--- config.mk ---
export PLATFORM = sky130hd
export DESIGN_NAME = aluf_unit
export DESIGN_NICKNAME = d
export VERILOG_FILES = /design/src/rtl/aluf_pkg.sv /design/src/rtl/aluf_adder.sv /design/src/rtl/aluf_core.sv /design/src/rtl/aluf_flag_reg.sv /design/src/rtl/aluf_cond.sv /design/src/rtl/aluf_unit.sv
export SDC_FILE = /design/constraint.sdc
export NUM_CORES = 1
export LEC_CHECK = 0
export BUFFER_PORTS_ARGS = -buffer_cell sky130_fd_sc_hd__buf_2
export CAP_MARGIN = 20
export CORE_MARGIN = 3
export CORE_UTILIZATION = 45
export CTS_CLUSTER_DIAMETER = 60
export DETAILED_ROUTE_END_ITERATION = 10
export PLACE_DENSITY = 0.69
export SYNTH_ARGS = -nofsm -noshare
export SYNTH_HDL_FRONTEND = slang
export SYNTH_SLANG_ARGS = --single-unit
--- constraint.sdc ---
create_clock -name clk -period 4.9 [get_ports clk]
set_clock_uncertainty 0.2 [all_clocks]
set_input_delay 0 -clock clk [delete_from_list [all_inputs] [get_ports clk]]
set_output_delay 0 -clock clk [all_outputs]
set_load 0.005 [all_outputs]
--- src/rtl/aluf_pkg.sv ---
`timescale 1ns/1ps
package aluf_pkg;
  typedef enum logic [3:0] {
    OP_ADD = 4'h0, OP_ADC = 4'h1, OP_SUB = 4'h2, OP_SBB = 4'h3,
    OP_NEG = 4'h4, OP_INC = 4'h5, OP_DEC = 4'h6, OP_AND = 4'h7,
    OP_OR  = 4'h8, OP_XOR = 4'h9, OP_NOT = 4'hA, OP_CMP = 4'hB,
    OP_TST = 4'hC, OP_CLC = 4'hD, OP_STC = 4'hE, OP_CMC = 4'hF
  } aluf_op_e;

  typedef enum logic [2:0] {
    CC_ZERO, CC_NZERO, CC_CARRY, CC_NCARRY,
    CC_PLUS, CC_MINUS, CC_OVF, CC_NOVF
  } aluf_cond_e;

  typedef struct packed {
    logic c;
    logic z;
    logic s;
    logic v;
  } aluf_flags_t;

  localparam int FLAG_BITS = 4;
endpackage

--- src/rtl/aluf_adder.sv ---
`timescale 1ns/1ps
module aluf_adder #(
  parameter int W = 16
) (
  input  logic [W-1:0] x,
  input  logic [W-1:0] y,
  input  logic         ci,
  output logic [W-1:0] sum,
  output logic         c_into_top,
  output logic         c_out
);
  localparam int LOW = W - 1;

  logic [W-1:0] low_sum;
  logic [1:0]   top_sum;

  // low part carries its own carry-out in the extra bit
  assign low_sum    = {1'b0, x[LOW-1:0]} + {1'b0, y[LOW-1:0]} + {{LOW{1'b0}}, ci};
  assign c_into_top = low_sum[LOW];
  assign top_sum    = {1'b0, x[LOW]} + {1'b0, y[LOW]} + {1'b0, c_into_top};
  assign sum        = {top_sum[0], low_sum[LOW-1:0]};
  assign c_out      = top_sum[1];
endmodule

--- src/rtl/aluf_core.sv ---
`timescale 1ns/1ps
module aluf_core
  import aluf_pkg::*;
#(
  parameter int W = 16
) (
  input  aluf_op_e     op,
  input  logic [W-1:0] a,
  input  logic [W-1:0] b,
  input  logic         cin,
  input  aluf_flags_t  flags_q,
  output logic [W-1:0] result,
  output logic         wr_en,
  output aluf_flags_t  flags_d
);
  logic [W-1:0] add_x, add_y, add_sum;
  logic         add_ci, add_cmsb, add_cout;
  logic         is_arith, is_logic;
  logic [W-1:0] logic_val;

  aluf_adder #(.W(W)) u_adder (
    .x(add_x), .y(add_y), .ci(add_ci),
    .sum(add_sum), .c_into_top(add_cmsb), .c_out(add_cout)
  );

  // operand steering: every subtraction is an addition of an inverted operand
  always_comb begin
    add_x  = a;
    add_y  = b;
    add_ci = 1'b0;
    is_arith = 1'b1;
    unique case (op)
      OP_ADD:         begin add_y = b;       add_ci = 1'b0; end
      OP_ADC:         begin add_y = b;       add_ci = cin;  end
      OP_SUB, OP_CMP: begin add_y = ~b;      add_ci = 1'b1; end
      OP_SBB:         begin add_y = ~b;      add_ci = cin;  end
      OP_NEG:         begin add_x = '0; add_y = ~a; add_ci = 1'b1; end
      OP_INC:         begin add_y = '0;      add_ci = 1'b1; end
      OP_DEC:         begin add_y = '1;      add_ci = 1'b0; end
      default:        is_arith = 1'b0;
    endcase
  end

  always_comb begin
    is_logic  = 1'b1;
    logic_val = '0;
    unique case (op)
      OP_AND, OP_TST: logic_val = a & b;
      OP_OR:          logic_val = a | b;
      OP_XOR:         logic_val = a ^ b;
      OP_NOT:         logic_val = ~a;
      default:        is_logic = 1'b0;
    endcase
  end

  always_comb begin
    result  = '0;
    flags_d = flags_q;
    if (is_arith) begin
      result    = add_sum;
      flags_d.c = add_cout;
      flags_d.v = add_cmsb ^ add_cout;
      flags_d.z = (add_sum == '0);
      flags_d.s = add_sum[W-1];
    end else if (is_logic) begin
      result    = logic_val;
      flags_d.c = 1'b0;
      flags_d.v = 1'b0;
      flags_d.z = (logic_val == '0);
      flags_d.s = logic_val[W-1];
    end else begin
      unique case (op)
        OP_CLC:  flags_d.c = 1'b0;
        OP_STC:  flags_d.c = 1'b1;
        OP_CMC:  flags_d.c = ~flags_q.c;
        default: flags_d.c = flags_q.c;
      endcase
    end
  end

  assign wr_en = !(op inside {OP_CMP, OP_TST, OP_CLC, OP_STC, OP_CMC});
endmodule

--- src/rtl/aluf_flag_reg.sv ---
`timescale 1ns/1ps
module aluf_flag_reg
  import aluf_pkg::*;
(
  input  logic        clk,
  input  logic        rst,
  input  logic        we,
  input  aluf_flags_t d,
  output aluf_flags_t q
);
  always_ff @(posedge clk) begin
    if (rst)     q <= '0;
    else if (we) q <= d;
  end
endmodule

--- src/rtl/aluf_cond.sv ---
`timescale 1ns/1ps
module aluf_cond
  import aluf_pkg::*;
(
  input  aluf_flags_t flags,
  input  aluf_cond_e  cond,
  output logic        take
);
  logic picked;

  // pairs share a flag; the low selector bit flips the sense,
  // except the sign pair whose first entry tests S=0
  always_comb begin
    unique case (cond[2:1])
      2'd0:    picked = flags.z;
      2'd1:    picked = flags.c;
      2'd2:    picked = ~flags.s;
      default: picked = flags.v;
    endcase
    take = picked ^ cond[0];
  end
endmodule

--- src/rtl/aluf_unit.sv ---
`timescale 1ns/1ps
module aluf_unit
  import aluf_pkg::*;
#(
  parameter int W = 16
) (
  input  logic         clk,
  input  logic         rst,
  input  logic [3:0]   op_i,
  input  logic [W-1:0] a_i,
  input  logic [W-1:0] b_i,
  input  logic         cin_i,
  input  logic         flag_we_i,
  input  logic [2:0]   cond_i,
  output logic [W-1:0] result_o,
  output logic         wr_en_o,
  output logic [3:0]   flags_o,
  output logic         take_o
);
  aluf_flags_t flags_q, flags_d;

  aluf_core #(.W(W)) u_core (
    .op(aluf_op_e'(op_i)), .a(a_i), .b(b_i), .cin(cin_i),
    .flags_q(flags_q), .result(result_o), .wr_en(wr_en_o), .flags_d(flags_d)
  );

  aluf_flag_reg u_flags (
    .clk(clk), .rst(rst), .we(flag_we_i), .d(flags_d), .q(flags_q)
  );

  aluf_cond u_cond (
    .flags(flags_q), .cond(aluf_cond_e'(cond_i)), .take(take_o)
  );

  assign flags_o = flags_q;
endmodule

# [Yosys cells after proc, flatten, opt, wreduce, memory -nomap -nowiden]
# Index checks and enable logic that the tools add are counted.
[totals] regBits=4 inputBits=43 output_inout_bits=22 elab_cells=63
[classes] add_sub_neg=4 eq_ne=17 n_mux=13 bitwise_logic=9 n_reduce_logical=16
[ops] operator="$pmux 16 s4" count=2
[ops] operator="$mux 16" count=3
[ops] operator="$eq 4x4->1 const B" count=8
[ops] operator="$logic_not 16->1" count=2
[ops] operator="$not 16->16" count=2
[ops] operator="$add 15x15->16" count=1
[ops] operator="$add 16x1->16" count=1
[ops] operator="$and 16x16->16" count=1
[ops] operator="$eq 4x3->1 const B" count=4
[ops] operator="$or 16x16->16" count=1
[ops] operator="$xor 16x16->16" count=1
[ops] operator="$reduce_bool 5->1" count=2
[ops] operator="$eq 4x2->1 const B" count=2
[ops] operator="$reduce_or 8->1" count=1
[ops] operator="$pmux 1 s3" count=2
[ops] operator="$reduce_or 5->1" count=1
[ops] operator="$eq 4x1->1 const B" count=1
[ops] operator="$logic_not 4->1" count=1
[ops] operator="$mux 4" count=1
[ops] operator="$reduce_and 2->1" count=2
[ops] operator="$reduce_or 2->1" count=2
[ops] operator="$reduce_or 4->1" count=1
[ops] operator="$mux 1" count=3
[ops] operator="$mux 3" count=1
[ops] operator="other kinds (11)" count=13

# [Longest topological paths before layout]
[depth] word_depth=8 mapped_depth=19

# [Modules after synthesis]
# From an unflattened synthesis, not the netlist that was laid out.
[unflattened] hier_cells=403 area_unflattened_um2=2727.6
[by_module_without_submodules] module="aluf_core" n_inst=1 cells_each=287 area_each_um2=1806.7 seq_area_each_um2=0.0
[by_module_without_submodules] module="aluf_adder" n_inst=1 cells_each=100 area_each_um2=745.7 seq_area_each_um2=0.0
[by_module_without_submodules] module="aluf_flag_reg" n_inst=1 cells_each=13 area_each_um2=140.1 seq_area_each_um2=80.1
[by_module_without_submodules] module="aluf_cond" n_inst=1 cells_each=3 area_each_um2=35.0 seq_area_each_um2=0.0

# [Worst setup path after synthesis]
# OpenSTA, ideal clock, no wires.
[synth_path] kind="input -> register" start="in op_i[2]" end="reg u_flags.q[2] (netlist bit)" setup_ns=0.087 arrival_ns=3.652 path_slack_ns=0.961 stages=17 path_buffers=4 path_cell_list="buf_2 -> clkbuf_1 -> buf_1 -> and3_1 -> clkbuf_1 -> nor2_1 -> ha_1 -> and3_1 -> a21bo_2 -> a21oi_1 -> o41ai_1 -> o2bb2ai_1 -> fa_1 -> nand4_1 -> nor4bb_1 -> nand3_1 -> o31ai_1"
[synth_between] elab_chain_cells=8
[synth_lines] element="from (decl)" line="aluf_unit.sv:9" text="input logic [3:0] op_i,"
[synth_lines] element="$eq 4x2->1 or $eq 4x4->1 (tied branches)" line="aluf_core.sv:32" text="unique case (op)"
[synth_lines] element="$reduce_or 3->1 (no source line)"
[synth_lines] element="$pmux 16 s4" line="aluf_core.sv:32"
[synth_lines] element="$add 15x15->16" line="aluf_adder.sv:18" text="assign low_sum = {1'b0, x[LOW-1:0]} + {1'b0, y[LOW-1:0]} + {{LOW{1'b0}}, ci};"
[synth_lines] element="$add 16x1->16" line="aluf_adder.sv:18"
[synth_lines] element="$add 2x1->2" line="aluf_adder.sv:20" text="assign top_sum = {1'b0, x[LOW]} + {1'b0, y[LOW]} + {1'b0, c_into_top};"
[synth_lines] element="$logic_not 16->1" line="aluf_core.sv:63" text="flags_d.z = (add_sum == '0);"
[synth_lines] element="$mux 4" line="aluf_core.sv:59" text="if (is_arith) begin"
[synth_lines] element="to (signal assigned)" line="aluf_flag_reg.sv:12" text="if (rst) q <= '0;"
[synth_lines] element="to (signal assigned)" line="aluf_flag_reg.sv:13" text="else if (we) q <= d;"
[synth_lines] element="to (decl)" line="aluf_flag_reg.sv:9" text="output aluf_flags_t q"
# Parallel ways exist; a longest one is shown, timed or not. The select of a mux whose other input is x is not followed.
# A chain may end at the register's enable or synchronous reset.

# [Worst setup path in the final report]
[layout_path] start="in op_i[1]" end="reg u_flags.q[2] (netlist bit)"
# Same word-level chain as after synthesis.

==> summary.txt <==
Outcome
  – Status: finished clean

Drt
  – Wirelength per Cell: 17.3 um
  – DR iter-0 viols: 320
  – DRC Markers: 0
  – Final ANT Viol Nets: 0
  – Vias per inst: 6.23
  – Post-Route WL: 9.18 mm
  – Via count: 3295
  – TritonRoute pass-1 iters: 5

Synth
  – Yosys reg bits: 4
  – Mapped cell area: 2740 sq um
  – Most frequent cell after synthesis: nor2_1
  – Top-area cell type share of the netlist area: 21.5%
  – Most instantiated cells after synthesis: nor2_1, ha_1, inv_1
  – Yosys warnings: 0
  – Mapped Nets: 493
  – Synth Flop Type: dfxtp_1
  – Post-Syn Instances: 400
  – Post-synth top area cell: ha_1
  – Synth cell types: 61
  – EDFF count, synth: 0
  – Async S/R FF share, synth: 0%
  – Mapped Avg Cell Area: 6.84 sq um
  – Largest cells by area after synthesis: ha_1, nor2_1, a221o_1
  – Sequential element share of the synthesized area: 2.93%

CTS
  – CTS tree: yes
  – CTS buffer count: 3
  – Reg clk slew, reported paths: 0.04 ns
  – Post-CTS Resized: 0
  – CTS Buffer Depth: 2
  – Clock latency on the worst-skew pair: 0.21 ns
  – Clk sink count: 4
  – Root Buffer: clkbuf_8
  – H-tree Lvls: 1
  – Postcts setup bufs: 0
  – # hold bufs at CTS: 2

Die
  – Initial Util: 48.0%
  – Die ar.: 7060 sq um
  – Height of the die: 84.0 um
  – Core footprint: 5710 sq um
  – IO Count: 65
  – DIE WIDTH: 84.0 um
  – Site Rows: 27

Critical path
  – Worst EP arrival: 3.85 ns
  – Crit-path cells: buf_2 -> nand2_1 -> inv_1 -> nand2_1 -> nor2_1 -> a221oi_1 -> fa_1 -> nand3b_1 -> a21bo_2 -> a21oi_1 -> o41ai_1 -> o2bb2ai_1 -> fa_1 -> nand4_1 -> nor4bb_1 -> nand3_1 -> o31ai_1
  – CP startpoint: op_i[1]
  – Max incr delay on CP: 0.57 ns
  – Worst flop-to-flop path endpoint: u_flags.q[3]$_SDFFE_PP0P_
  – WS Path Type: input port to flop
  – Critical Path End: u_flags.q[2]$_SDFFE_PP0P_
  – Critical Path RT: 4.84 ns
  – CP Launch Type: input port
  – Critical Path Slowest Stage Cell: fa_1
  – FF-to-FF Start: u_flags.q[3]$_SDFFE_PP0P_
  – CP endpoint kind: flop
  – Reg2reg setup slack: 3.79 ns
  – Number of cells on the worst reg-to-reg path: 2
  – CP Max Fanout: 15

Power and ir drop
  – Clock share of power: 13.5%
  – Switching Power: 0.000263 W
  – Comb pwr share: 79.4%
  – P_int: 0.000268 W
  – Leakage: 1.59 nW
  – Switching share of power: 49.5%
  – Part of the power in registers: 7.1%
  – VDD IR max: 120 uV
  – P per Cell Area: 166 nW/um^2

STA
  – Final setup fails: 0
  – Period minus WS final: 3.92 ns
  – Worst Max-Slew Pin Slew: 0.923 ns
  – Slew Viols, Final: 0
  – Rel. slew slack: 36.9%
  – Final Hold Vio Count: 0
  – RSZ-0062 raised after global routing: no
  – Fmax: 255 MHz
  – Final Cycle Share: 79.9%
  – Setup TNS: 0 ns

Global routing
  – Largest net degree at the start of global routing: 25
  – Initial antenna violation count: 0
  – Global-route usage over all layers: 25.9%
  – GR Overflow Total: 0
  – First-pass GRT wire length: 15.2 mm
  – Vias in the first global route: 3083

Finish
  – Ant. Diodes: 0
  – Post-route cell area: 3190 sq um
  – Syn-to-layout area delta: 16.6%
  – Top flop regs: u_flags.q (4)
  – Layout cells sized above 1: 18.4%
  – Layout fillers: 584
  – Most flops, register: u_flags.q
  – Area of the multi-input gates: 2410 sq um
  – FF+latch area: 80.1 sq um
  – Largest register FFs: 4
  – Final #Nets: 552

Job
  – Total of max-cap violations: 0

Placement
  – Placed inst area: 3130 sq um
  – Count of input and output buffers: 64
  – Final HPWL DP: 7.42 mm
  – GP Congestion: 0.933

Worst hold path
  – HP Class: input port to output port
  – Hold Crit Depth: 3
## placed cells by master, fill, tap and decap left out, drive strengths merged, types with 4 or more instances in the layout
cell	synthesis	final
buf	7	73
nor3	5	5
and2	4	4
a211oi	4	4
nand4	6	6
o22ai	15	15
nor2	62	62
xnor2	8	8
a222oi	5	5
xor2	4	4
nand2	29	29
a221o	16	16
ha	47	47
a31oi	5	5
mux2i	9	9
inv	43	43
o21a	4	4
a22oi	7	7
o21ai	21	21
a21oi	23	23
dfxtp	4	4
o221ai	4	4
## layer usage
| layer | part of all wire, % | vias to the layer above | track usage, % |
|---|---|---|---|
| met2 | 46 | 173 | 42.7 |
| met3 | 9.1 | 16 | 2.76 |
| met5 | 0 | - | 0 |
| li1 | - | 1597 | - |
| met4 | 1.9 | 0 | 6.58 |
| met1 | 43 | 1509 | 35.7 |
## worst min path at each step
stage | startpoint | endpoint
after CTS | cond_i[0] | take_o
after floorplan | cond_i[0] | take_o
after global routing | cond_i[0] | take_o
final | cond_i[0] | take_o
after global placement | rst | u_flags.q[1]$_SDFFE_PP0P_
after detailed placement | rst | u_flags.q[0]$_SDFFE_PP0P_
## cell type report
class,instances,area share [%]
multi-input cells,332,75.5
repair buffers,75,12.8
clock buffers,3,1.29
well taps,72,2.82
inverters,43,5.06
flip-flops and latches,4,2.51
## kinds of logic after synthesis
group,after synthesis,synth area share (%)
buf+inv,64,9.00
flops,4,2.93
xor+xnor,12,3.84
simple gates,129,22.2
mux,11,4.66
fa+ha+maj,50,23.7
compound gates,130,33.7
## power by group through the flow
stage | registers, W | logic (W) | clock network [W]
floorplan | 0.0000378 | 0.000274 | 0
global placement | 0.0000379 | 0.000412 | 0
detailed placement | 0.0000382 | 0.000415 | 0
CTS | 0.0000377 | 0.000419 | 0.0000731
global route | 0.0000380 | 0.000469 | 0.0000763
finish | 0.0000377 | 0.000422 | 0.0000716
## stage by stage
stage	cells	hold WS, ns	power [W]	util (%)	setup WS, ns
6_report	529	0.0492	0.000531	55.9	0.983
5_1_grt	529	0.0680	0.000583	55.9	0.621
4_1_cts	529	0.0510	0.000530	55.9	1.04
3_5_place_dp	524	0.00111	0.000453	54.8	0.845
3_3_place_gp	524	-0.00370	0.000450	54.8	0.964
2_1_floorplan	400	-0.145	0.000312	-	0.961
## worst max-delay path: cells and delay by family
kind / cells / cell delay (ns)
adder cells (fa/ha/maj): 2 / 1.06
AO/OA/AOI/OAI: 6 / 1.03
buffers and inverters: 2 / 0.40
AND/OR/NAND/NOR: 7 / 1.35
(Power assumes the default switching activity.)
